<file path="src/rtl/leg_gate_pkg.sv">
package leg_gate_pkg;
  localparam int CODE_W = 3;
  localparam int GATE_N = 4;
  localparam int HALF_N = GATE_N / 2;
  localparam int MAG_W  = 2;

  localparam logic [CODE_W-1:0] CODE_P2   = 3'b010;
  localparam logic [CODE_W-1:0] CODE_P1   = 3'b001;
  localparam logic [CODE_W-1:0] CODE_ZERO = 3'b000;
  localparam logic [CODE_W-1:0] CODE_N1   = 3'b111;
  localparam logic [CODE_W-1:0] CODE_N2   = 3'b110;

  localparam logic [GATE_N-1:0] GATES_CLAMP = 4'b0011;

  typedef struct packed {
    logic [MAG_W-1:0] pos_mag;
    logic [MAG_W-1:0] neg_mag;
  } half_cmd_t;
endpackage

</file>
<file path="src/rtl/leg_level_split.sv">
module leg_level_split
  import leg_gate_pkg::*;
(
  input  logic [CODE_W-1:0] code_in,
  output logic [CODE_W-1:0] code_norm,
  output half_cmd_t         halves
);
  always_comb begin
    unique case (code_in)
      CODE_P2, CODE_P1, CODE_N1, CODE_N2: code_norm = code_in;
      default:                            code_norm = CODE_ZERO;
    endcase
  end

  always_comb begin
    halves.pos_mag = '0;
    halves.neg_mag = '0;
    unique case (code_norm)
      CODE_P2: halves.pos_mag = 2'd2;
      CODE_P1: halves.pos_mag = 2'd1;
      CODE_N1: halves.neg_mag = 2'd1;
      CODE_N2: halves.neg_mag = 2'd2;
      default: ;
    endcase
  end
endmodule

</file>
<file path="src/rtl/leg_balance_pick.sv">
module leg_balance_pick
  import leg_gate_pkg::*;
(
  input  logic [CODE_W-1:0] code_norm,
  input  logic              cur_pos,
  input  logic              fc1_low,
  input  logic              fc2_low,
  output logic              rail_sel
);
  // rail_sel = 1 picks the state through the outer dc rail of the active half.
  // Positive half: the outer state charges cap 1 with outbound current.
  // Negative half: the outer state discharges cap 2 with outbound current.
  always_comb begin
    if (code_norm == CODE_P1)
      rail_sel = (cur_pos == fc1_low);
    else if (code_norm == CODE_N1)
      rail_sel = (cur_pos != fc2_low);
    else
      rail_sel = 1'b0;
  end
endmodule

</file>
<file path="src/rtl/leg_cell_decode.sv">
module leg_cell_decode
  import leg_gate_pkg::*;
#(
  parameter bit NEG_CELL = 1'b0
) (
  input  logic [MAG_W-1:0]  mag,
  input  logic              rail_sel,
  output logic [HALF_N-1:0] gates
);
  logic [HALF_N-1:0] base;

  always_comb begin
    unique case (mag)
      2'd2:    base = 2'b11;
      2'd1:    base = rail_sel ? 2'b10 : 2'b01;
      default: base = 2'b00;
    endcase
  end

  generate
    if (NEG_CELL) begin : g_neg
      assign gates = ~base;
    end else begin : g_pos
      assign gates = base;
    end
  endgenerate
endmodule

</file>
<file path="src/rtl/leg_gate_decoder.sv">
module leg_gate_decoder
  import leg_gate_pkg::*;
(
  input  logic              clk,
  input  logic              rst,
  input  logic [CODE_W-1:0] level_code,
  input  logic              cur_pos,
  input  logic              fc1_low,
  input  logic              fc2_low,
  output logic [GATE_N-1:0] gate_main,
  output logic [GATE_N-1:0] gate_comp
);
  logic [CODE_W-1:0] code_norm;
  half_cmd_t         halves;
  logic              rail_new;
  logic [CODE_W-1:0] level_q;
  logic              rail_q;
  logic              rail_use;
  logic [HALF_N-1:0] pos_gates;
  logic [HALF_N-1:0] neg_gates;
  logic [GATE_N-1:0] gate_d;

  leg_level_split u_split (
    .code_in   (level_code),
    .code_norm (code_norm),
    .halves    (halves)
  );

  leg_balance_pick u_pick (
    .code_norm (code_norm),
    .cur_pos   (cur_pos),
    .fc1_low   (fc1_low),
    .fc2_low   (fc2_low),
    .rail_sel  (rail_new)
  );

  // Choice is taken on level entry and kept while the level is unchanged.
  assign rail_use = (code_norm != level_q) ? rail_new : rail_q;

  leg_cell_decode #(.NEG_CELL(1'b0)) u_pos_cell (
    .mag      (halves.pos_mag),
    .rail_sel (rail_use),
    .gates    (pos_gates)
  );

  leg_cell_decode #(.NEG_CELL(1'b1)) u_neg_cell (
    .mag      (halves.neg_mag),
    .rail_sel (rail_use),
    .gates    (neg_gates)
  );

  assign gate_d = {pos_gates, neg_gates};

  always_ff @(posedge clk) begin
    if (rst) begin
      level_q   <= CODE_ZERO;
      rail_q    <= 1'b0;
      gate_main <= GATES_CLAMP;
      gate_comp <= ~GATES_CLAMP;
    end else begin
      level_q   <= code_norm;
      rail_q    <= rail_use;
      gate_main <= gate_d;
      gate_comp <= ~gate_d;
    end
  end
endmodule

</file>
<file path="config.mk">
export PLATFORM = sky130hd
export DESIGN_NAME = leg_gate_decoder
export DESIGN_NICKNAME = d
export VERILOG_FILES = /design/src/rtl/leg_gate_pkg.sv /design/src/rtl/leg_level_split.sv /design/src/rtl/leg_balance_pick.sv /design/src/rtl/leg_cell_decode.sv /design/src/rtl/leg_gate_decoder.sv
export SDC_FILE = /design/constraint.sdc
export NUM_CORES = 1
export LEC_CHECK = 0
export BUFFER_PORTS_ARGS = -buffer_cell sky130_fd_sc_hd__buf_4
export CORE_AREA = 2 2 39 41
export CTS_CLUSTER_SIZE = 16
export DETAILED_ROUTE_END_ITERATION = 12
export DIE_AREA = 0 0 41 43
export PLACE_DENSITY = 0.76
export SYNTH_ARGS = -nofsm -noshare
export SYNTH_HDL_FRONTEND = slang
export SYNTH_HIERARCHICAL = 1
export SYNTH_SLANG_ARGS = --single-unit
export TNS_END_PERCENT = 10
</file>
<file path="constraint.sdc">
create_clock -name clk -period 2.5 [get_ports clk]
set_clock_uncertainty 0.15 [all_clocks]
set_input_delay 0.375 -clock clk [delete_from_list [all_inputs] [get_ports clk]]
set_output_delay 0.375 -clock clk [all_outputs]
set_load 0.01 [all_outputs]
</file>
==> results.yml <==
synthesis:
  ys_top_cells_by_area: "sky130_fd_sc_hd__dfxtp_1 (40%), sky130_fd_sc_hd__ha_1 (8.4%), sky130_fd_sc_hd__inv_1 (6.3%)"
  synth_largest_area_cell: "sky130_fd_sc_hd__dfxtp_1"
  synthesis.instances: 64
  synth_xor_xnor_area_share: 0.0439
  synthesis_warning_total: 6
  yosys_register_bits: 12
  synth.cell_area_um2: 598
  yosys-mux-area-fraction: 0.0356
  synthesis.nets: 76
  synth_fa_ha_area_frac: 0.0837
  compound_gate_fraction_of_synth_area: 0.0858
  synth_area_per_cell_um2: 9.34
  synth-simple-area-share: 0.287
  synth.distinct_cells: 24
  synth-seq-area-share: 0.402
  netlist.area_leader.share: 0.402
  dominant_combinational_cell_family_by_area_after_synthesis: "simple AND/OR/NAND/NOR gates"
timing:
  setup_violations: 0
  rsz0062_at_grt: "no"
  achievable-frequency_mhz: 451
  max-slew-margin-rel: 0.824
  final_min_period_over_clock_period: 0.888
  tightestPinTransition_ns: 0.262
  worst_hold_margin_ns: 0.183
  finalHoldViolations: 0
  finalMaxSlewViolations: 0
  finalCriticalPeriod_ns: 2.22
pwr:
  intPower_mw: 0.280
  power_frac_comb: 0.157
  power.switching_fraction: 0.217
  switching_power_mw: 0.0774
  leakage_dissipation_nw: 0.354
  power.density_cell_area_nw_per_um2: 475
  power.ir.vdd_worst_mv: 0.175
  share_clk_of_total_power: 0.291
  power.share.sequential: 0.552
cts:
  numClockSinks: 12
  clk_root_buffer_cell: "sky130_fd_sc_hd__clkbuf_4"
  cts_resized: 0
  number_of_buffers_on_the_longest_clock_path: 2
  post-cts-setup-buffers: 0
  cts_tree: "done"
  h-tree-depth: 1
  cts_inserted_buffers: 3
  holdBufCountCts: 0
  clk_pin_slew_ns: 0.06
  insertion_delay_ns: 0.25
setup_path:
  timing.critical_path.slowest_stage_cell: "sky130_fd_sc_hd__mux2_1"
  cp_num_buf_inv: 2
  path_max_fanout: 8
  cpPeakStageDelay_ns: 0.39
  cp_top_family: "simple AND/OR/NAND/NOR gates"
  path_class: "in2reg"
  crit_chain: "buf_4, and2_4, o21a_1, xor2_1, nor3_2, mux2_1, nor2b_1, o21bai_1, or2_2, inv_1"
  worst_ep_arrival_time_ns: 2.27
  timing.critical_path.from_type: "input pin"
  worstPathRequired_ns: 2.55
  capturing_element_type_of_the_critical_path: "flip-flop"
place:
  place_congestion: 0.716
  numPortBuffers: 15
  dp_hpwl_um: 789
global_routing:
  grt_overflow: 0
  first_global_vias: 421
  grt_start_max_net_pins: 10
  grt_antenna_before_repair: 0
  first_pass_grt_wire_length_um: 1700
  gr-usage-all-layers: 0.144
finish:
  drive_above_1_share: 0.317
  layout.cells.most_common: "sky130_fd_sc_hd__buf_4"
  design.final.nets: 96
  most-common-layout-cells: "sky130_fd_sc_hd__buf_4 (15), sky130_fd_sc_hd__dfxtp_1 (12), sky130_fd_sc_hd__inv_1 (10), sky130_fd_sc_hd__nor2b_1 (5), sky130_fd_sc_hd__nand2b_1 (5)"
  areaGrowthSynthToFinish_pct: 25.9
  antenna_cells_inserted: 0
  utilization: 0.544
  number_of_filler_cells_placed_in_the_layout: 135
routing:
  vias: 456
  ant_nets: 0
  wl_um: 884
  vias_per_cell: 4.65
  wl_per_cell_um: 9.02
  drtPass1Iterations: 2
  drc_errors: 0
  initialDrtViolationCount: 2
floorplanning:
  die-area_um2: 1760
  row_count: 14
  die_w_um: 41
  io_pins: 16
  initial_utilization: 0.432
  core_area_um2: 1380
  die_y_um: 43
status:
  status: "complete, no violations"
flow_run:
  max_cap_violations: 0
worst_hold_path:
  hold_path.class: "in2reg"
power by group through the flow:
stage | sequential, mW | combinational, mW | clock (mW)
global placement | 0.202 | 0.0550 | 0
finish | 0.197 | 0.0561 | 0.104
detailed placement | 0.202 | 0.0570 | 0
global route | 0.198 | 0.0645 | 0.119
floorplan | 0.203 | 0.0343 | 0
CTS | 0.197 | 0.0572 | 0.109
registers in the layout, indices dropped and copies added (netlist names):
signal,cells
rail_q,1
gate_comp,4
level_q,3
gate_main,4
through the flow:
step                setup WS (ns)  area (µm²)  std cells  setup TNS, ns  total power [mW]
detailed placement       -0.00893         731         95        -0.0128             0.259
CTS                         0.255         753         98              0             0.364
finish                      0.280         753         98              0             0.357
floorplan                   0.287         598         64              0             0.237
global placement           0.0190         731         95              0             0.257
global route                0.129         753         98              0             0.381
synthesized netlist by cell type:
| library cell | number |
|---|---|
| sky130_fd_sc_hd__a21oi_1 | 2 |
| sky130_fd_sc_hd__a21oi_2 | 1 |
| sky130_fd_sc_hd__a311oi_1 | 2 |
| sky130_fd_sc_hd__and2_1 | 1 |
| sky130_fd_sc_hd__and2_4 | 1 |
| sky130_fd_sc_hd__and3_2 | 1 |
| sky130_fd_sc_hd__dfxtp_1 | 12 |
| sky130_fd_sc_hd__ha_1 | 4 |
| sky130_fd_sc_hd__inv_1 | 10 |
| sky130_fd_sc_hd__mux2_1 | 1 |
| sky130_fd_sc_hd__mux2i_1 | 1 |
| sky130_fd_sc_hd__nand2_1 | 1 |
| sky130_fd_sc_hd__nand2b_1 | 5 |
| sky130_fd_sc_hd__nand3b_1 | 1 |
| sky130_fd_sc_hd__nor2_1 | 4 |
| sky130_fd_sc_hd__nor2b_1 | 5 |
| sky130_fd_sc_hd__nor2b_4 | 1 |
| sky130_fd_sc_hd__nor3_2 | 2 |
| sky130_fd_sc_hd__nor3b_1 | 1 |
| sky130_fd_sc_hd__o21a_1 | 1 |
| sky130_fd_sc_hd__o21bai_1 | 1 |
| sky130_fd_sc_hd__or2_1 | 1 |
| sky130_fd_sc_hd__or2_2 | 2 |
| sky130_fd_sc_hd__xor2_1 | 3 |
cell families (layout without fill, tap and decap cells):
family                   Yosys count  after routing
flip-flops                        12             12
AO/OA/AOI/OAI                      7              7
AND/OR/NAND/NOR                   26             26
multiplexers                       2              2
adder cells (fa/ha/maj)            4              4
buffers and inverters             10             28
XOR/XNOR                           3              3
area by class of cell:
| cell class | instances | area (µm²) | share of cell area |
|---|---|---|---|
| repair buffers | 15 | 113 | 0.150 |
| flip-flops and latches | 12 | 240 | 0.319 |
| clock buffers | 3 | 22.5 | 0.0299 |
| multi-input cells | 42 | 320 | 0.425 |
| well taps | 16 | 20.0 | 0.0266 |
| inverters | 10 | 37.5 | 0.0498 |
metal layers:
layer  vias to the layer above  routed length [µm]  GRT usage
met5                         -                   0          0
met4                         0                  12     0.0800
met3                         2                  38     0.0314
met2                        11                 479      0.228
met1                       201                 354      0.170
li1                        242                   -          -
path summary, 6_finish.rpt:
kind	startpoint	to	slack [ns]	depth (start not counted)
max	level_code[1]	gate_comp[0]$_SDFF_PP0_	0.28	10
min reg2reg	rail_q$_SDFF_PP0_	rail_q$_SDFF_PP0_	0.33	2
min	rst	level_q[1]$_SDFF_PP0_	0.18	2
max reg2reg	level_q[0]$_SDFF_PP0_	gate_comp[0]$_SDFF_PP0_	0.62	7
(Power assumes the default switching activity.)
